--- src/rtl/flash_read_pkg.sv ---
package flash_read_pkg;

    localparam logic [7:0] CMD_READ       = 8'h00;
    localparam logic [7:0] CMD_ERASE_SET  = 8'h80;
    localparam logic [7:0] CMD_AUTOSEL    = 8'h90;
    localparam logic [7:0] CMD_PROGRAM    = 8'hA0;
    localparam logic [7:0] CMD_CHIP_ERASE = 8'h10;
    localparam logic [7:0] CMD_SECT_ERASE = 8'h30;
    localparam logic [7:0] CMD_QUERY      = 8'h98;

    localparam int unsigned QUERY_LEN = 8'h52;
    localparam logic [15:0] ID_ABSENT = 16'hFFFF;

    typedef enum logic [1:0] {
        SRC_ARRAY,
        SRC_IDENT,
        SRC_STATUS,
        SRC_QUERY
    } rd_src_e;

    typedef struct packed {
        rd_src_e    src;
        logic [7:0] off;
    } rd_sel_t;

    function automatic rd_src_e classify(input logic [7:0] code);
        case (code)
            CMD_AUTOSEL:                               return SRC_IDENT;
            CMD_PROGRAM, CMD_CHIP_ERASE, CMD_SECT_ERASE: return SRC_STATUS;
            CMD_QUERY:                                 return SRC_QUERY;
            default:                                   return SRC_ARRAY;
        endcase
    endfunction

    // Query table: fixed fields plus geometry-derived ones
    function automatic logic [7:0] query_entry(
        input logic [7:0]  idx,
        input logic [7:0]  size_log2,
        input logic [15:0] blocks_m1,
        input logic [15:0] sect_div
    );
        case (idx)
            8'h10: return 8'h51;
            8'h11: return 8'h52;
            8'h12: return 8'h59;
            8'h13: return 8'h02;
            8'h1B: return 8'h27;
            8'h1C: return 8'h36;
            8'h1F: return 8'h07;
            8'h20: return 8'h04;
            8'h21: return 8'h09;
            8'h22: return 8'h0C;
            8'h23: return 8'h01;
            8'h24: return 8'h04;
            8'h25: return 8'h0A;
            8'h26: return 8'h0D;
            8'h27: return size_log2;
            8'h28: return 8'h02;
            8'h2A: return 8'h05;
            8'h2C: return 8'h01;
            8'h2D: return blocks_m1[7:0];
            8'h2E: return blocks_m1[15:8];
            8'h2F: return sect_div[7:0];
            8'h30: return sect_div[15:8];
            default: return 8'h00;
        endcase
    endfunction

endpackage

--- src/rtl/fr_offset.sv ---
module fr_offset #(
    parameter int DEV_BYTES = 2
) (
    input  logic [7:0] addr_lo,
    output logic [7:0] off
);
    localparam int SHIFT = (DEV_BYTES > 1) ? $clog2(DEV_BYTES) : 0;

    generate
        if (SHIFT == 0) begin : g_byte
            assign off = addr_lo;
        end else begin : g_wide
            assign off = {{SHIFT{1'b0}}, addr_lo[7:SHIFT]};
        end
    endgenerate
endmodule

--- src/rtl/fr_status.sv ---
module fr_status (
    input  logic       clk,
    input  logic       rst,
    input  logic       ld,
    input  logic [7:0] ld_val,
    input  logic       toggle,
    output logic [7:0] q
);
    always_ff @(posedge clk) begin
        if (rst) begin
            q <= 8'h00;
        end else if (ld) begin
            q <= ld_val;
        end else if (toggle) begin
            q <= q ^ 8'h40;
        end
    end
endmodule

--- src/rtl/fr_query_rom.sv ---
module fr_query_rom
    import flash_read_pkg::*;
#(
    parameter int SECTOR_BYTES = 65536,
    parameter int NUM_SECTORS  = 128
) (
    input  logic [7:0] off,
    output logic [7:0] q
);
    localparam int          TOTAL_LOG2 = $clog2(SECTOR_BYTES) + $clog2(NUM_SECTORS);
    localparam logic [7:0]  SIZE_L2    = 8'(TOTAL_LOG2);
    localparam logic [15:0] BLK_M1     = 16'(NUM_SECTORS - 1);
    localparam logic [15:0] SECT_DIV   = 16'(SECTOR_BYTES / 256);

    always_comb begin
        if (32'(off) >= QUERY_LEN) begin
            q = 8'h00;
        end else begin
            q = query_entry(off, SIZE_L2, BLK_M1, SECT_DIV);
        end
    end
endmodule

--- src/rtl/fr_ident.sv ---
module fr_ident
    import flash_read_pkg::*;
#(
    parameter logic [15:0] ID0 = 16'h0001,
    parameter logic [15:0] ID1 = 16'h227E,
    parameter logic [15:0] ID2 = 16'h2213,
    parameter logic [15:0] ID3 = 16'hFFFF
) (
    input  logic [7:0]  off,
    output logic        hit,
    output logic [15:0] word
);
    always_comb begin
        hit  = 1'b0;
        word = 16'h0000;
        case (off)
            8'h00: begin hit = 1'b1; word = ID0; end
            8'h01: begin hit = 1'b1; word = ID1; end
            8'h02: begin hit = 1'b1; word = 16'h0000; end
            8'h0E: begin hit = (ID2 != ID_ABSENT); word = ID2; end
            8'h0F: begin hit = (ID3 != ID_ABSENT); word = ID3; end
            default: ;
        endcase
    end
endmodule

--- src/rtl/flash_read_mux.sv ---
module flash_read_mux
    import flash_read_pkg::*;
#(
    parameter int          DEV_BYTES    = 2,
    parameter int          SECTOR_BYTES = 65536,
    parameter int          NUM_SECTORS  = 128,
    parameter logic [15:0] ID0          = 16'h0001,
    parameter logic [15:0] ID1          = 16'h227E,
    parameter logic [15:0] ID2          = 16'h2213,
    parameter logic [15:0] ID3          = 16'hFFFF,
    localparam int         DATA_W       = 8 * DEV_BYTES
) (
    input  logic              clk,
    input  logic              rst,
    input  logic              rd_en,
    input  logic [7:0]        rd_addr,
    input  logic [7:0]        cmd_state,
    input  logic [DATA_W-1:0] arr_rdata,
    input  logic              stat_ld,
    input  logic [7:0]        stat_val,
    output logic [DATA_W-1:0] rd_data
);
    rd_sel_t           sel;
    logic [7:0]        off;
    logic [7:0]        stat_q;
    logic [7:0]        qry_byte;
    logic              id_hit;
    logic [15:0]       id_word;
    logic [DATA_W-1:0] nxt_data;

    fr_offset #(.DEV_BYTES(DEV_BYTES)) u_off (
        .addr_lo (rd_addr),
        .off     (off)
    );

    assign sel.src = classify(cmd_state);
    assign sel.off = off;

    fr_status u_stat (
        .clk    (clk),
        .rst    (rst),
        .ld     (stat_ld),
        .ld_val (stat_val),
        .toggle (rd_en && (sel.src == SRC_STATUS)),
        .q      (stat_q)
    );

    fr_query_rom #(
        .SECTOR_BYTES (SECTOR_BYTES),
        .NUM_SECTORS  (NUM_SECTORS)
    ) u_qry (
        .off (sel.off),
        .q   (qry_byte)
    );

    fr_ident #(.ID0(ID0), .ID1(ID1), .ID2(ID2), .ID3(ID3)) u_id (
        .off  (sel.off),
        .hit  (id_hit),
        .word (id_word)
    );

    always_comb begin
        case (sel.src)
            SRC_IDENT:  nxt_data = id_hit ? DATA_W'(id_word) : arr_rdata;
            SRC_STATUS: nxt_data = DATA_W'(stat_q);
            SRC_QUERY:  nxt_data = DATA_W'(qry_byte);
            default:    nxt_data = arr_rdata;
        endcase
    end

    always_ff @(posedge clk) begin
        if (rst) begin
            rd_data <= '0;
        end else if (rd_en) begin
            rd_data <= nxt_data;
        end
    end
endmodule

--- config.mk ---
export PLATFORM = sky130hd
export DESIGN_NAME = flash_read_mux
export DESIGN_NICKNAME = d
export VERILOG_FILES = /design/src/rtl/flash_read_pkg.sv /design/src/rtl/fr_offset.sv /design/src/rtl/fr_status.sv /design/src/rtl/fr_query_rom.sv /design/src/rtl/fr_ident.sv /design/src/rtl/flash_read_mux.sv
export SDC_FILE = /design/constraint.sdc
export NUM_CORES = 1
export LEC_CHECK = 0
export BUFFER_PORTS_ARGS = -buffer_cell sky130_fd_sc_hd__buf_2
export CAP_MARGIN = 20
export CORE_MARGIN = 2
export CORE_UTILIZATION = 52
export CTS_BUF_LIST = sky130_fd_sc_hd__clkbuf_2 sky130_fd_sc_hd__clkbuf_4 sky130_fd_sc_hd__clkbuf_8
export DETAILED_ROUTE_END_ITERATION = 8
export PLACE_DENSITY_LB_ADDON = 0.3
export SKIP_CTS_REPAIR_TIMING = 1
export SLEW_MARGIN = 0
export SYNTH_ARGS = -nofsm -noshare
export SYNTH_HDL_FRONTEND = slang
export SYNTH_SLANG_ARGS = --single-unit
--- constraint.sdc ---
create_clock -name clk -period 2.3 [get_ports clk]
set_input_delay 0.23 -clock clk [delete_from_list [all_inputs] [get_ports clk]]
set_output_delay 0.23 -clock clk [all_outputs]
set_load 0.02 [all_outputs]
### Word level (Yosys, flattened, before mapping)

Memory sizes are Yosys's and may differ from the RTL's.
Index checks and enable logic that the tools add are counted.

* bits in registers: 24
* bits in read-only memories: 448
* output and inout port bits: 16
* word-level logic and storage cells: 33
* memories kept: 1

* $lt $le $gt $ge: 1
* equal/unequal tests: 12
* mux-type cells: 9
* bitwise logic cells: 1
* reduce and logical (&&, ||, !) cells: 6

Memories
* (no name shown): depth 64, width 7, rd ports 1, clocked after Yosys merged registers in 0, wr ports 0, RTL line flash_read_pkg.sv:42 `case (idx)`

Operators with widths (number)
* one-hot mux 16 bit (4 select lines): 1
* one-hot mux 16 bit (3 select lines): 1
* == test 8 bit (second input constant): 3
* two-way mux 8 bit: 3
* two-way mux 16 bit: 1
* == test 7 x 4 -> 1 bit (second input constant): 2
* == test 8 x 5 -> 1 bit (second input constant): 1
* == test 8 x 6 -> 1 bit (second input constant): 1
* zero test 8 bit: 1
* == test 7 x 1 -> 1 bit (second input constant): 1
* == test 7 x 2 -> 1 bit (second input constant): 1
* greater-or-equal comparator 7 bit (second input constant): 1
* two-way mux 7 bit: 1
* one-hot mux 2 bit (3 select lines): 1
* == test 2 bit (second input constant): 2
* OR reduction 4 bit: 1
* OR reduction 3 bit: 1
* == test 2 x 1 -> 1 bit (second input constant): 1
* zero test 2 bit: 1
* nonzero test 2 bit: 1
* logical AND 1 bit: 1
* two-way mux 1 bit: 1
* NOT 1 bit: 1

### Longest topological paths before layout

Gate-level depths: netlist (run 1).

* word-level depth: 7
* mapped depth: 8
* mapped depth without buffers: 7

### Hierarchy

A second synthesis (run 1) with hierarchy kept.

* cell total of the unflattened synthesis: 305
* area, all modules: 2232.1 µm²

By module, submodules not included
* flash_read_mux: instances 1, cells each 182, area each 1272.5 µm²
* fr_query_rom: instances 1, cells each 61, area each 397.9 µm²
* fr_status: instances 1, cells each 28, area each 310.3 µm²
* fr_ident: instances 1, cells each 25, area each 187.7 µm²
* fr_offset: instances 1, cells each 9, area each 63.8 µm²

### Worst setup path before layout (run 1)

No wires, ideal clock.

* path type: in2reg
* start point: input port rd_addr[1]
* end point: register rd_data[7]
* arrival time: 1.635 ns
* required time: 2.180 ns
* setup slack: 0.545 ns
* stages: 7
* buffers on the path: 0
* cell sequence: inv_1 > ha_1 > nor3_1 > o21a_4 > nor2_8 > a41o_2 > o31a_1

* word-level cells in the longest chain between the ends: 5
* elaborated cells on any way between the ends: 12
* classes of those cells: order compare (1); eq/ne (4); mux (5); reduce/logical (2)

RTL lines
* from (decl): RTL line flash_read_mux.sv:16 `input logic [7:0] rd_addr,`
* == test 7 x 2 -> 1 bit (tied with other cells): RTL line fr_ident.sv:16 `case (off)`
* OR reduction 4 bit (no source line)
* two-way mux 1 bit: RTL line fr_ident.sv:16
* two-way mux 16 bit: RTL line flash_read_mux.sv:64 `SRC_IDENT: nxt_data = id_hit ? DATA_W'(id_word) : arr_rdata;`
* one-hot mux 16 bit (3 select lines) *: RTL line flash_read_mux.sv:63 `case (sel.src)`
* to (signal assigned): RTL line flash_read_mux.sv:75 `rd_data <= nxt_data;`
* to (decl): RTL line flash_read_mux.sv:21 `output logic [DATA_W-1:0] rd_data`

Mark *: on every way between the ends. The rest lies on a longest branch, timed or not.
A chain may end at the register's enable or synchronous reset.

### Worst setup path in the final report (run 1)

Same ends and word-level chain as after synthesis.

==> flow_summary.toml, run 1 <==
[status]
status = "finished, final reports clean"

[placed_design]
placedCellCount = 305
numPortBuffers = 58
dp_hpwl_microns = 3650
placed_area_sq_mm = 0.00212
routabilityCongestion = 0.899

[logic_synthesis]
synth_edf_count = 0
dominantRegCellSynth = "dfxtp_1"
yosys-top-cells-count = "nor2_1 (27), dfxtp_1 (24), nand2_1 (15)"
synth_cell_types = 65
syn_nets = 259
yosys_warnings = 0
synth_area_leaders = "dfxtp_1 (27%), nor2_1 (5.6%), mux2i_1 (4.4%)"
synthArstFlopShare_pct = 0
yosys.area.top_type_share_pct = 26.6
synth_most_common_cell = "nor2_1"
ys_ff_latch = 24
ys_seq_area_share_pct = 26.6
syn_area_sq_mm = 0.00181
avgSynthCellArea_sq_um = 8.66
synth_top_area_cell = "dfxtp_1"
synthesis.instances = 209

[flow_run]
drv_cap = 0

[sta]
max_slew.worst_pin.slew_ns = 0.652
slew_viol_final = 0
max_slew_margin_pct = 56.2
fin_crit_ns = 1.74
fin_setup_tns_ns = 0
timing.fmax_mhz = 573
skew_ns = 0.00155
setup_viol = 0
rsz0062_at_grt = "false"
period_share_pct = 75.8
finalHoldViolCount = 0

[power]
p_leak_nw = 0.939
internal_power_mw = 0.732
power.net_switching_mw = 0.302
comb_power_share_pct = 25.9
pwr-share-seq_pct = 44.4
p_per_area_mw_per_mm2 = 476
ir_drop_mv = 0.311
p_total_mw = 1.03
clockPowerShare_pct = 29.7
p_sw_share_pct = 29.2

[die]
die_y_microns = 63.0
die_w_microns = 63.0
io_pins = 60
start_util_pct = 54.2
core_sq_mm = 0.00334
design.die.area_sq_mm = 0.00397
rows = 21

[clocking]
cts.htree.levels = 1
numClockSinks = 24
root_buffer = "clkbuf_4"
cts_tree = "built"
cts_buffers = 3
clock_latency_ns = 0.31
clockBufferDepth = 2
path_clk_slew_ns = 0.14

[global_routing]
grt_start_max_net_pins = 23
first_global_vias = 1631
track_usage_pct = 22.9
antenna_found_initial = 0
overflow = 0
grt_pass1_wl_microns = 7460

[route]
drt_iter0_drc = 94
ant_nets = 0
drcViolationCount = 0
wire_per_inst_microns = 14.9
wirelength_microns = 4600
dr.pass1.iters = 4
vias = 1846
via_per_inst = 5.97

[final_layout]
fin_area_sq_mm = 0.00217
nets = 314
insertedDiodeCount = 0
synthToLayoutAreaGrowth_pct = 20.1
drive_gt1_share_pct = 35.0
final_cell_count_no_fill = 309

[min_path]
hold_path.class = "input pin to register"

[setup_path]
required_ns = 2.52
worst_setup_path_start_kind = "input pin"
cp-end-kind = "register"
worst-path-max-fanout = 8
crit_arrival_ns = 1.97
path_class = "input pin to register"
final timing paths:
path	start	end	slack (ns)	cells past startpoint
max	rd_addr[1]	rd_data[7]	0.56	8
min	arr_rdata[5]	rd_data[5]	0.14	3
max reg2reg	u_stat.q[2]	rd_data[2]	1.21	3
min reg2reg	rd_data[13]	rd_data[13]	0.48	2
per-stage QoR:
step	hold slack [ns]	setup WS (ns)	utilization [%]
finish	0.141	0.556	65.1
global route	0.137	0.470	65.1
CTS	0.138	0.573	65.1
detailed placement	0.456	0.215	63.5
global placement	0.433	0.269	63.5
floorplan	0.363	0.545	-
metal layers:
metal,GRT usage (%),vias up,part of all wire (%)
met5,0,-,0
met4,6.11,0,1.2
met3,4.68,8,8.8
met2,35.9,85,46
met1,31.8,847,44
li1,-,906,-
worst max-delay path, cell delays in order:
cell	delay, ns
buf_2	0.17
inv_1	0.13
ha_1	0.26
nor3_1	0.23
o21a_4	0.23
nor2_8	0.06
a41o_2	0.35
o31a_1	0.30
cell families (layout without fill, tap and decap cells):
kind of cell               count (synthesis)  after routing  share of synthesized area (%)
buffers and inverters                     21             75                           5.81
muxes                                     11             11                           6.29
adders and majority gates                  6              6                           4.15
DFF                                       24             24                           26.6
xor gates and xnor gates                   1              1                          0.484
and+or+nand+nor                           76             76                           23.2
AOI/OAI and AO/OA                         70             70                           33.5
state kept, by name (all words and copies together), names as in the netlist:
register	cells
u_stat.q	8
rd_data	16
placed cells by master (no fill, tap or decap), types with 2 or more instances in the layout:
cell,count
o31ai_1,2
nand3_1,8
a2111oi_2,4
o21bai_1,2
and3_1,2
buf_4,5
nand2b_1,3
ha_1,6
nor3_1,2
o22ai_1,4
dfxtp_1,24
inv_1,8
a21oi_1,5
a32oi_1,2
mux2i_1,8
a211oi_1,3
o21ai_0,11
nor2_1,27
buf_2,58
a311oi_1,2
nor2b_1,3
o221a_2,6
o211ai_1,5
mux2_2,3
o21a_1,3
nand2_1,15
nand3b_1,3
clkbuf_4,3
final cells by class:
type	instances	area (sq um)
Timing Repair Buffer	63	328
Fill cell	317	1160
Clock buffer	3	22.5
Multi-Input combinational cell	164	1220
Tap cell	46	57.6
Inverter	8	30.0
Clock inverter	1	30.0
Sequential cell	24	480
power groups by stage:
stage	clock network, mW	registers, mW	logic [mW]
6_report	0.307	0.459	0.268
5_1_grt	0.325	0.462	0.291
4_1_cts	0.311	0.459	0.267
3_5_place_dp	0	0.469	0.266
3_3_place_gp	0	0.468	0.261
2_1_floorplan	0	0.490	0.151
Power figures use the tool's default switching activity.
==> run 2: changes to the inputs <==
- CORE_UTILIZATION: 52 -> 47
- clock period: 2.3 -> 1.4 ns (I/O delays scaled with it)
==> run 2 against run 1 <==
Worst setup slack lost 0.53 ns. Combinational power grew 100%. Design area up 17%. Utilization rose by 4.0 points. Sequential share of layout area fell by 3.3 points.
==> flow_summary.toml, run 2 (same netlist as run 1, synthesis figures left out) <==
[clocking]
clockBufferDepth = 2
numClockSinks = 24
clock_latency_ns = 0.26
cts.htree.levels = 1
cts_buffers = 3
path_clk_slew_ns = 0.08
root_buffer = "clkbuf_8"
cts_tree = "built"

[route]
vias = 2031
wire_per_inst_microns = 15.7
ant_nets = 0
via_per_inst = 5.97
drt_iter0_drc = 133
wirelength_microns = 5340
dr.pass1.iters = 4
drcViolationCount = 0

[flow_run]
drv_cap = 0

[sta]
timing.fmax_mhz = 727
max_slew.worst_pin.slew_ns = 0.372
rsz0062_at_grt = "true"
max_slew_margin_pct = 75.2
fin_crit_ns = 1.38
slew_viol_final = 0
finalHoldViolCount = 0
setup_slack_ns = 0.0241
setup_viol = 0
fin_setup_tns_ns = 0
skew_ns = 0.00135
period_share_pct = 98.3

[setup_path]
worst_setup_path_start_kind = "input pin"
path_class = "input pin to register"
crit_arrival_ns = 1.54
r2r-end = "rd_data[2]"
ff2ff_path_depth = 3
crit_start = "rd_addr[1]"
timing.rr.start = "u_stat.q[2]"
worst-path-max-fanout = 7
endpoint = "rd_data[11]"
r2r_slack_ns = 0.33
required_ns = 1.56
cp-end-kind = "register"

[placed_design]
dp_hpwl_microns = 4070
place_ws_ns = -0.481
numPortBuffers = 58
routabilityCongestion = 0.884

[final_layout]
nets = 343
largestRegisters = "rd_data x16, u_stat.q x8"
drive_gt1_share_pct = 46.2
final_cell_mix = "buf_2 (56), buf_4 (32), nor2_1 (24), dfxtp_1 (24), nand2_1 (15)"
final_common_cell = "buf_2"
regMostFlops = "rd_data"
synthToLayoutAreaGrowth_pct = 40.8
insertedDiodeCount = 0
fin_util_pct = 69.1
n_fill_cell = 298
largest_reg_flops = 16

[status]
status = "finished, final reports clean"

[die]
die_y_microns = 66.0
start_util_pct = 49.1
design.die.area_sq_mm = 0.00436
core_sq_mm = 0.00369
die_w_microns = 66.0
io_pins = 60
rows = 22

[power]
ir_drop_mv = 0.466
p_leak_nw = 1.10
p_per_area_mw_per_mm2 = 686

[global_routing]
grt_pass1_wl_microns = 8430
first_global_vias = 1802
antenna_found_initial = 0
track_usage_pct = 25.0
overflow = 0
grt_start_max_net_pins = 17

[min_path]
hold_path.class = "input pin to register"
run 2: changes by cell type in the layout (fill, tap and decap cells not counted), sizes merged:
cell | previous run | this run
buf | 63 | 92
bufinv | 1 | 0
clkbuf | 3 | 4
run 2: critical path, cell delays in order:
cell and delay, ns:
buf_6 0.11, inv_2 0.10, ha_4 0.20, nand3_1 0.15, o21a_4 0.19, o31ai_1 0.33, a21oi_2 0.16, o221a_2 0.15
run 2: worst min-delay path by stage:
stage               slack, ns         start  depth (start not counted)     endpoint
global placement         0.38   stat_val[4]                          3  u_stat.q[4]
detailed placement       0.38   stat_val[7]                          3  u_stat.q[7]
floorplan                0.27  arr_rdata[5]                          2   rd_data[5]
finish                   0.11   stat_val[7]                          3  u_stat.q[7]
global route             0.11   stat_val[7]                          3  u_stat.q[7]
CTS                      0.11   stat_val[7]                          3  u_stat.q[7]
run 2: power breakdown:
part           leakage [nW]  switching [mW]  internal [mW]
clock                0.0288           0.207          0.251
combinational         0.869           0.289          0.247
sequential            0.199          0.0261          0.728
total                  1.10           0.522           1.23
run 2: through the flow:
step / cell area (sq um) / hold WS [ns] / instances / total power [mW]
floorplan: 1880 / 0.273 / 209 / 1.07
global placement: 2400 / 0.378 / 334 / 1.27
detailed placement: 2400 / 0.385 / 334 / 1.28
CTS: 2450 / 0.109 / 338 / 1.73
global route: 2550 / 0.112 / 340 / 1.84
finish: 2550 / 0.106 / 340 / 1.75
run 2: layout make-up:
| type | count | area, sq um | share of cell area [%] |
|---|---|---|---|
| Timing Repair Buffer | 92 | 574 | 22.5 |
| Sequential cell | 24 | 480 | 18.9 |
| Inverter | 8 | 32.5 | 1.28 |
| Multi-Input combinational cell | 164 | 1350 | 52.8 |
| Tap cell | 48 | 60.1 | 2.36 |
| Clock buffer | 4 | 55.1 | 2.16 |
run 2: metal layers:
| metal | vias to the layer above | wire length (microns) | GRT usage [%] |
|---|---|---|---|
| li1 | 973 | - | - |
| met1 | 941 | 2250 | 34.6 |
| met2 | 106 | 2560 | 39.8 |
| met3 | 11 | 455 | 4.26 |
| met4 | 0 | 75 | 7.65 |
| met5 | - | 0 | 0 |
